File: src/rtl/lrsc_monitor.sv
module lrsc_monitor #(
  parameter int ADDR_W   = 32,
  parameter int XLEN     = 64,
  parameter int GRAN_LSB = 3
) (
  input  logic              clk,
  input  logic              rst_n,
  input  logic              lr_req,
  input  logic              sc_req,
  input  logic [ADDR_W-1:0] req_addr,
  input  logic              req_dword,
  input  logic [XLEN-1:0]   lr_data,
  input  logic              snoop_valid,
  input  logic [ADDR_W-1:0] snoop_addr,
  input  logic              ctx_switch,
  output logic              resp_valid,
  output logic [XLEN-1:0]   resp_data,
  output logic              sc_store_en,
  output logic              misalign_exc
);
  localparam int WORD_W = 32;
  localparam logic [XLEN-1:0] FAIL_CODE = XLEN'(1);

  logic              rsv_vld;
  logic [ADDR_W-1:0] rsv_addr;
  logic              rsv_dw;

  logic misal, do_lr, do_sc, snp_hit_rsv, snp_hit_req, kill, sc_ok;
  logic [XLEN-1:0] lr_ext;

  assign misal       = req_dword ? (req_addr[2:0] != 3'd0) : (req_addr[1:0] != 2'd0);
  assign do_lr       = lr_req;
  assign do_sc       = sc_req && !lr_req;
  assign snp_hit_rsv = snoop_valid && (snoop_addr[ADDR_W-1:GRAN_LSB] == rsv_addr[ADDR_W-1:GRAN_LSB]);
  assign snp_hit_req = snoop_valid && (snoop_addr[ADDR_W-1:GRAN_LSB] == req_addr[ADDR_W-1:GRAN_LSB]);
  assign kill        = ctx_switch || (rsv_vld && snp_hit_rsv);
  assign sc_ok       = do_sc && !misal && rsv_vld && !kill
                       && (rsv_addr == req_addr) && (rsv_dw == req_dword);
  assign lr_ext      = req_dword ? lr_data
                       : {{(XLEN-WORD_W){lr_data[WORD_W-1]}}, lr_data[WORD_W-1:0]};

  always_ff @(posedge clk) begin
    if (!rst_n) begin
      rsv_vld  <= 1'b0;
      rsv_addr <= '0;
      rsv_dw   <= 1'b0;
    end else if (do_lr && !misal) begin
      rsv_vld  <= !(ctx_switch || snp_hit_req);
      rsv_addr <= req_addr;
      rsv_dw   <= req_dword;
    end else if ((do_sc && !misal) || kill) begin
      rsv_vld  <= 1'b0;
    end
  end

  always_ff @(posedge clk) begin
    if (!rst_n) begin
      resp_valid   <= 1'b0;
      resp_data    <= '0;
      sc_store_en  <= 1'b0;
      misalign_exc <= 1'b0;
    end else begin
      resp_valid   <= (do_lr || do_sc) && !misal;
      sc_store_en  <= sc_ok;
      misalign_exc <= (do_lr || do_sc) && misal;
      if (do_lr && !misal)      resp_data <= lr_ext;
      else if (do_sc && !misal) resp_data <= sc_ok ? '0 : FAIL_CODE;
      else                      resp_data <= '0;
    end
  end
endmodule


File: config.mk
export PLATFORM = sky130hd
export DESIGN_NAME = lrsc_monitor
export DESIGN_NICKNAME = d
export VERILOG_FILES = /design/src/rtl/lrsc_monitor.sv
export SDC_FILE = /design/constraint.sdc
export NUM_CORES = 1
export LEC_CHECK = 0
export ABC_CLOCK_PERIOD_IN_PS = 2300
export CAP_MARGIN = 20
export CORE_AREA = 2 2 149 78
export DETAILED_ROUTE_END_ITERATION = 12
export DIE_AREA = 0 0 151 80
export PLACE_DENSITY = 0.79
export SLEW_MARGIN = 0
export SYNTH_ARGS = -nofsm -noshare
export SYNTH_HDL_FRONTEND = slang
export SYNTH_SLANG_ARGS = --single-unit
File: constraint.sdc
create_clock -name clk -period 2.3 [get_ports clk]
set_input_delay 0.345 -clock clk [delete_from_list [all_inputs] [get_ports clk]]
set_output_delay 0.345 -clock clk [all_outputs]
set_load 0.01 [all_outputs]
== Word-level counts from Yosys, hierarchy flattened ==
Index checks and enable logic that the tools add are counted.

* Flip-flop bits (word level): 101
* Bits of input ports: 135
* Output and inout port bits: 67
* Word-level logic and storage cells: 41

* Eq/ne operators: 4
* Multiplexer cells: 7
* Reductions and logical operators: 23

{| class="wikitable"
|+ Operators with widths
! cell !! number
|-
| $mux W64 || 2
|-
| $eq A29 B29 Y1 || 2
|-
| $eq A32 B32 Y1 || 1
|-
| $logic_and A1 B1 Y1 || 12
|-
| $mux W1 || 5
|-
| $logic_not A1 Y1 || 4
|-
| $logic_or A1 B1 Y1 || 4
|-
| $reduce_bool A2 Y1 || 2
|-
| $reduce_bool A3 Y1 || 1
|-
| $eq A1 B1 Y1 || 1
|}

== Depth between registers and ports, before layout ==
Gate-level depths: netlist of the first run.

* Word-level depth: 11
* Gate-level depth with buffers: 7
* Depth with buffers taken out: 5

== Worst setup path after synthesis of the first run ==
OpenSTA, ideal clock, no wires.

* Kind: input -> register
* Start point: input port req_dword
* End point: register resp_data[0]
* Setup time: 0.122 ns
* Arrival: 1.551 ns
* Data required time: 2.178 ns
* Path slack: 0.628 ns
* Stages: 6
* Buffers on the path: 1
* Path through: buf_6 a211oi_4 nand3b_2 nor4b_2 nand3_1 o311a_1

* Cells in the longest elaborated chain, start to end: 10
* Elaborated cells between the ends (all ways): 12
* Classes of those cells: eq/ne (1); mux (4); reduce/logical (7)

{| class="wikitable"
|+ Ends and longest elaborated chain
! what !! line !! text
|-
| from (decl) || 11 || <nowiki>input logic req_dword,</nowiki>
|-
| $mux W1 || 31 || <nowiki>assign misal = req_dword ? (req_addr[2:0] != 3'd0) : (req_addr[1:0] != 2'd0);</nowiki>
|-
| $logic_not A1 Y1 || 37, 66, 67 ||
|-
| $logic_and A1 B1 Y1 || 37, 67 ||
|-
| $logic_and A1 B1 Y1 (2 in series) || 37 || <nowiki>assign sc_ok = do_sc && !misal && rsv_vld && !kill</nowiki>
|-
| $logic_and A1 B1 Y1 (2 in series) || 38 || <nowiki>&& (rsv_addr == req_addr) && (rsv_dw == req_dword);</nowiki>
|-
| $mux W1 (2 in series) || 67 || <nowiki>else if (do_sc && !misal) resp_data <= sc_ok ? '0 : FAIL_CODE;</nowiki>
|-
| $mux W64 (*) || 66 || <nowiki>if (do_lr && !misal) resp_data <= lr_ext;</nowiki>
|-
| to (signal assigned) || 66 ||
|-
| to (signal assigned) || 67 ||
|-
| to (decl) || 17 || <nowiki>output logic [XLEN-1:0] resp_data,</nowiki>
|}

Every way passes the cells marked *; elsewhere a longest branch is shown, timed or not.
A chain may end at the register's enable or synchronous reset.

== Final worst setup path of the first run ==
* Start point: input port req_addr[22]
* End point: register resp_data[0]

* Cells in the longest elaborated chain, start to end: 6

{| class="wikitable"
|+ Ends and longest elaborated chain
! what !! line !! text
|-
| from (decl) || 10 || <nowiki>input logic [ADDR_W-1:0] req_addr,</nowiki>
|-
| $eq A32 B32 Y1 || 38 ||
|-
| $logic_and A1 B1 Y1 (2 in series) || 38 ||
|-
| $mux W1 (2 in series) || 67 ||
|-
| $mux W64 || 66 ||
|}

Every way passes these cells.

==> results.toml, run 1 <==
[outcome]
status = "complete, no violations"

[yosys]
muxShareOfSynthArea = 0
synth.distinct_cells = 32
synth-seq-area-share = 0.465
synthCells = 485
yosys.area_share.adder = 0
ys_ff_latch = 101
synth-simple-area-share = 0.222
synth_xor_area_frac = 0.173
syn_area_mm2 = 0.00435
ys_warn_count = 0
synth_top_family_by_area = "simple AND/OR/NAND/NOR gates"
syn_avg_cell_area_um2 = 8.98
synth_fp_nets = 620
synth-compound-area-share = 0.110

[sta]
tns_ns = 0
worst_pin_slew_ns = 0.541
hold_viol_final = 0
slew_viol_final = 0
min_period_over_period = 0.856
skew_ns = 0.00694
slew_headroom = 0.636
finalWorstSetupSlack_ns = 0.331
setup_viol = 0
rsz0062_at_grt = "false"
period_minus_slack_ns = 1.97
max_freq_ghz = 0.508

[worst_setup_path]
r2r_start = "rsv_addr[24]"
reg2reg_depth = 5
path_max_fanout = 3
startpoint_type = "primary input"
required_ns = 2.53
cp_slowest_cell = "clkdlybuf4s50_1"
critPathCapture = "resp_data[0]"
max_stage_delay_ns = 0.61
worstSetupPathType = "primary input to flop"
critical_path.endpoint_type = "flop"
arrival_ns = 2.20
crit_path_start = "req_addr[22]"
r2r_slack_ns = 0.51
r2r_end = "resp_data[0]"
cp_cell_sequence = "clkdlybuf4s50_1, xnor2_1, nand4_1, nor3_1, nand3_1, o311a_1"

[worst_hold_path]
hold_class = "primary input to flop"
hold_depth = 2

[floorplan]
dieArea_mm2 = 0.0121
die_w_um = 151
rows = 27
die_y_um = 80
pin_count = 202
start_util = 0.405
coreArea_mm2 = 0.0107

[drt]
wl_um = 14500
routedWlPerCell_um = 17.4
drc = 0
vias = 4229
detail-route-antenna-nets = 0
first_iter_violations = 355
first_pass_iters = 5
vias_per_cell = 5.08

[global_route]
antenna_found_initial = 0
grt_pass1_vias = 4133
globalRouteTotalUtil = 0.237
grt_pass1_wl_um = 21500
grt_max_degree = 34
overflow = 0

[cts]
cts_setup_buffers = 0
cts_tree = "built"
cts_max_path_buffers = 2
ctsRootBufferMaster = "clkbuf_16"
cts_buffers = 9
cts_sinks = 101
postCtsHoldBufs = 0
htreeDepth = 3
cts_resized = 0
clk_transition_reported_paths_ns = 0.07
clock_latency_ns = 0.34

[final_layout]
finalNonFillerCells = 832
final_cell_mix = "clkdlybuf4s50_1 (197), nand2_1 (101), dfxtp_1 (101), xor2_1 (51), xnor2_1 (35)"
antennaDiodeCount = 0
nets = 817
fin_area_mm2 = 0.00681
final_common_cell = "clkdlybuf4s50_1"
final.fill_count = 909
area_delta_synth_final_pct = 56.3
drive_gt1_frac = 0.0509

[pwr]
p_sw_mw = 0.997
power_density_mw_per_mm2 = 570
vdd_drop_max_mv = 0.382
p_sw_frac = 0.257
p_seq_frac = 0.465
clock_power_share = 0.373
p_int_mw = 2.88
leakagePower_nw = 2.61
pwr-share-comb = 0.162

[place]
place_hpwl_um = 11300
io_buffers = 198
dp.cells = 816
pre_cts_slack_ns = 0.0431
dpl_cell_area_mm2 = 0.00652
gp_congestion = 0.992

[run]
cap_violations = 0
synthesized netlist by cell type:
cell type / instances / area, um^2
dfxtp_1: 101 / 2020
nand2_1: 101 / 379
xor2_1: 51 / 447
xnor2_1: 35 / 307
a21oi_1: 33 / 165
and3_1: 33 / 206
a21boi_0: 31 / 233
nor4_1: 23 / 144
clkbuf_1: 19 / 71.3
nand4_1: 13 / 81.3
buf_2: 7 / 35.0
nor2b_1: 5 / 31.3
inv_1: 4 / 15.0
nand3_1: 4 / 20.0
nor2_1: 4 / 15.0
nor3_1: 3 / 15.0
nand4b_1: 2 / 17.5
o21ai_0: 2 / 10.0
a2111oi_0: 1 / 8.76
a211oi_4: 1 / 20.0
a222oi_1: 1 / 10.0
and2_1: 1 / 6.26
and3b_1: 1 / 8.76
buf_6: 1 / 11.3
nand2b_1: 1 / 6.26
nand3b_1: 1 / 7.51
nand3b_2: 1 / 11.3
nor4b_2: 1 / 15.0
o21a_1: 1 / 7.51
o311a_1: 1 / 10.0
o31ai_1: 1 / 7.51
o32ai_1: 1 / 8.76
routing by layer:
layer	track usage	share of wire
met5	0	0
met4	0.0514	0.0069
met3	0.0823	0.10
met2	0.361	0.43
met1	0.325	0.46
registers in the layout (all words and copies together), names as in the netlist:
register	cells
rsv_vld	1
resp_valid	1
resp_data	64
rsv_dw	1
sc_store_en	1
misalign_exc	1
rsv_addr	32
worst min path at each step:
stage	endpoint	start	slack (ns)
finish	resp_data[0]	rst_n	0.41
CTS	resp_data[0]	rst_n	0.39
floorplan	resp_valid	req_addr[0]	0.43
global placement	rsv_addr[2]	rsv_addr[2]	0.46
detailed placement	rsv_dw	rsv_dw	0.47
global route	resp_data[0]	rst_n	0.40
critical path: cells and delay by family:
family | cells | cell delay [ns]
AOI/OAI and AO/OA | 1 | 0.35
xor gates and xnor gates | 1 | 0.15
buffers and inverters | 1 | 0.61
and+or+nand+nor | 3 | 0.73
area by class of cell:
cell class | count | area (um^2) | share of cell area
clock buffer | 10 | 229 | 0.0336
inverter | 4 | 15.0 | 0.00221
clock inverter | 6 | 56.3 | 0.00827
sequential | 101 | 2020 | 0.297
multi-input combinational | 353 | 2200 | 0.323
tap | 145 | 181 | 0.0267
timing repair buffer | 213 | 2100 | 0.309
stage by stage:
stage / hold WS [ns] / power (mW) / utilization
2_1_floorplan: 0.428 / 2.07 / -
3_3_place_gp: 0.464 / 2.45 / 0.607
3_5_place_dp: 0.471 / 2.46 / 0.607
4_1_cts: 0.392 / 3.91 / 0.633
5_1_grt: 0.400 / 4.04 / 0.633
6_report: 0.407 / 3.88 / 0.633
power by group through the flow:
stage	Sequential [mW]	Clock [mW]	Combinational (mW)
2_1_floorplan	1.85	0	0.217
3_3_place_gp	1.84	0	0.606
3_5_place_dp	1.84	0	0.617
4_1_cts	1.80	1.48	0.621
5_1_grt	1.81	1.56	0.670
6_report	1.80	1.45	0.629
cells by family (layout without fill, tap and decap cells):
group                     Yosys count  count (layout)
AOI/OAI and AO/OA                  73              73
xor gates and xnor gates           86              86
buffers and inverters              31             233
DFF                               101             101
and+or+nand+nor                   194             194
Note: power is estimated with default switching activity, not from simulation.
==> inputs of run 2 (changes only) <==
==> config.mk (replaced) <==
export PLATFORM = sky130hd
export DESIGN_NAME = lrsc_monitor
export DESIGN_NICKNAME = d
export VERILOG_FILES = /design/src/rtl/lrsc_monitor.sv
export SDC_FILE = /design/constraint.sdc
export NUM_CORES = 1
export LEC_CHECK = 0
export ABC_CLOCK_PERIOD_IN_PS = 2530
export CAP_MARGIN = 20
export CORE_AREA = 2 2 143 75
export DETAILED_ROUTE_END_ITERATION = 12
export DIE_AREA = 0 0 145 77
export PLACE_DENSITY = 0.85
export SLEW_MARGIN = 0
export SYNTH_ARGS = -nofsm -noshare
export SYNTH_HDL_FRONTEND = slang
export SYNTH_SLANG_ARGS = --single-unit
export TNS_END_PERCENT = 30
==> constraint.sdc (replaced) <==
create_clock -name clk -period 2.53 [get_ports clk]
set_input_delay 0.3795 -clock clk [delete_from_list [all_inputs] [get_ports clk]]
set_output_delay 0.3795 -clock clk [all_outputs]
set_load 0.01 [all_outputs]
==> results.toml, run 2 (synthesized netlist as in run 1, its figures left out) <==
[pwr]
vdd_drop_max_mv = 0.351
power.total_mw = 3.54
leakagePower_nw = 2.58
power_density_mw_per_mm2 = 525

[final_layout]
final_cell_mix = "clkdlybuf4s50_1 (197), nand2_1 (101), dfxtp_1 (101), xor2_1 (51), xnor2_1 (35)"
largest_reg_flops = 64
area_delta_synth_final_pct = 54.9
antennaDiodeCount = 0
top_regs = "resp_data (64), rsv_addr (32)"
final_common_cell = "clkdlybuf4s50_1"
drive_gt1_frac = 0.0426
nets = 810
regMostFlops = "resp_data"
final.fill_count = 763

[worst_setup_path]
startpoint_type = "primary input"
crit_buf_inv = 1
worstSetupPathType = "primary input to flop"
arrival_ns = 2.30
cp_cell_sequence = "clkdlybuf4s50_1, xnor2_1, nand4_1, nor4_1, nand3_1, o311a_1"
r2r_end = "resp_data[0]"
max_stage_delay_ns = 0.61
r2r_slack_ns = 0.66
required_ns = 2.76
critical_path.endpoint_type = "flop"
cp_slowest_cell = "clkdlybuf4s50_1"
crit_family = "simple AND/OR/NAND/NOR gates"
path_max_fanout = 6
reg2reg_depth = 5
r2r_start = "rsv_addr[22]"

[global_route]
antenna_found_initial = 0
grt_pass1_wl_um = 22500
globalRouteTotalUtil = 0.260
overflow = 0
grt_pass1_vias = 4116
grt_max_degree = 43

[drt]
vias_per_cell = 5.19
first_iter_violations = 290
drc = 0
vias = 4253
wl_um = 14700
first_pass_iters = 5
routedWlPerCell_um = 17.9
detail-route-antenna-nets = 0

[floorplan]
coreArea_mm2 = 0.00992
pin_count = 202
die_w_um = 145
die_y_um = 77
dieArea_mm2 = 0.0112
start_util = 0.439
rows = 26

[place]
gp_congestion = 0.972
io_buffers = 198
place_hpwl_um = 11500

[cts]
cts_tree = "built"
postCtsHoldBufs = 0
htreeDepth = 3
clk_transition_reported_paths_ns = 0.08
ctsRootBufferMaster = "clkbuf_16"
cts_sinks = 101
cts_buffers = 9
cts_setup_buffers = 0
cts_resized = 0
cts_max_path_buffers = 2
clock_latency_ns = 0.34

[sta]
worst_pin_slew_ns = 0.534
slew_viol_final = 0
slew_headroom = 0.635
rsz0062_at_grt = "false"
setup_viol = 0
tns_ns = 0
max_freq_ghz = 0.484
hold_viol_final = 0
period_minus_slack_ns = 2.07
skew_ns = 0.00986
min_period_over_period = 0.817

[worst_hold_path]
hold_depth = 2
hold_class = "flop to flop"
holdPathEnd = "rsv_addr[2]"
hold_start = "rsv_addr[2]"

[run]
cap_violations = 0

[outcome]
status = "complete, no violations"
## run 2: changes by cell type in the layout (fill, tap and decap cells not counted), sizes merged
cell      change
clkinvlp      +1
clkbuf        -1
buf           -7
clkinv        -1
inv           +1
## run 2: tightest hold or removal path: stages (launching register included)
cell      delay [ns]
dfxtp_1         0.33
nand2_1         0.05
a21boi_0        0.07
## run 2: how the worst max path moves through the flow
stage | depth (start not counted) | start | to
floorplan | 6 | req_dword | resp_data[0]
global placement | 6 | req_dword | resp_data[0]
detailed placement | 6 | req_dword | resp_data[0]
CTS | 6 | req_dword | resp_data[0]
global route | 6 | req_dword | rsv_addr[5]
finish | 6 | req_dword | resp_data[0]
## run 2: cell type report
class / count / area [um^2] / share of cell area
repair buffers: 206 / 2040 / 0.302
multi-input cells: 353 / 2200 / 0.326
clock buffers: 9 / 225 / 0.0334
well taps: 140 / 175 / 0.0260
flip-flops and latches: 101 / 2020 / 0.300
inverters: 4 / 15.0 / 0.00223
clock inverters: 7 / 68.8 / 0.0102
## run 2: metrics by stage
stage,utilization,setup WS (ns),instance area [um^2],std cells,hold WS [ns]
3_3_place_gp,0.650,0.186,6450,804,0.464
3_5_place_dp,0.650,0.159,6450,804,0.482
6_report,0.680,0.463,6740,820,0.497
4_1_cts,0.680,0.500,6740,820,0.498
2_1_floorplan,-,0.823,4350,485,0.456
5_1_grt,0.680,0.354,6740,820,0.506
## run 2: metal layers
metal	part of all wire	vias up	GRT usage
met5	0	-	0
met4	0.012	0	0.0564
met3	0.11	25	0.0869
met2	0.44	220	0.412
met1	0.44	1984	0.347
li1	-	2024	-
## run 2: power breakdown
group / total (mW) / switching, mW / internal, mW
Sequential: 1.64 / 0.0197 / 1.62
Combinational: 0.559 / 0.253 / 0.307
Clock: 1.34 / 0.651 / 0.692
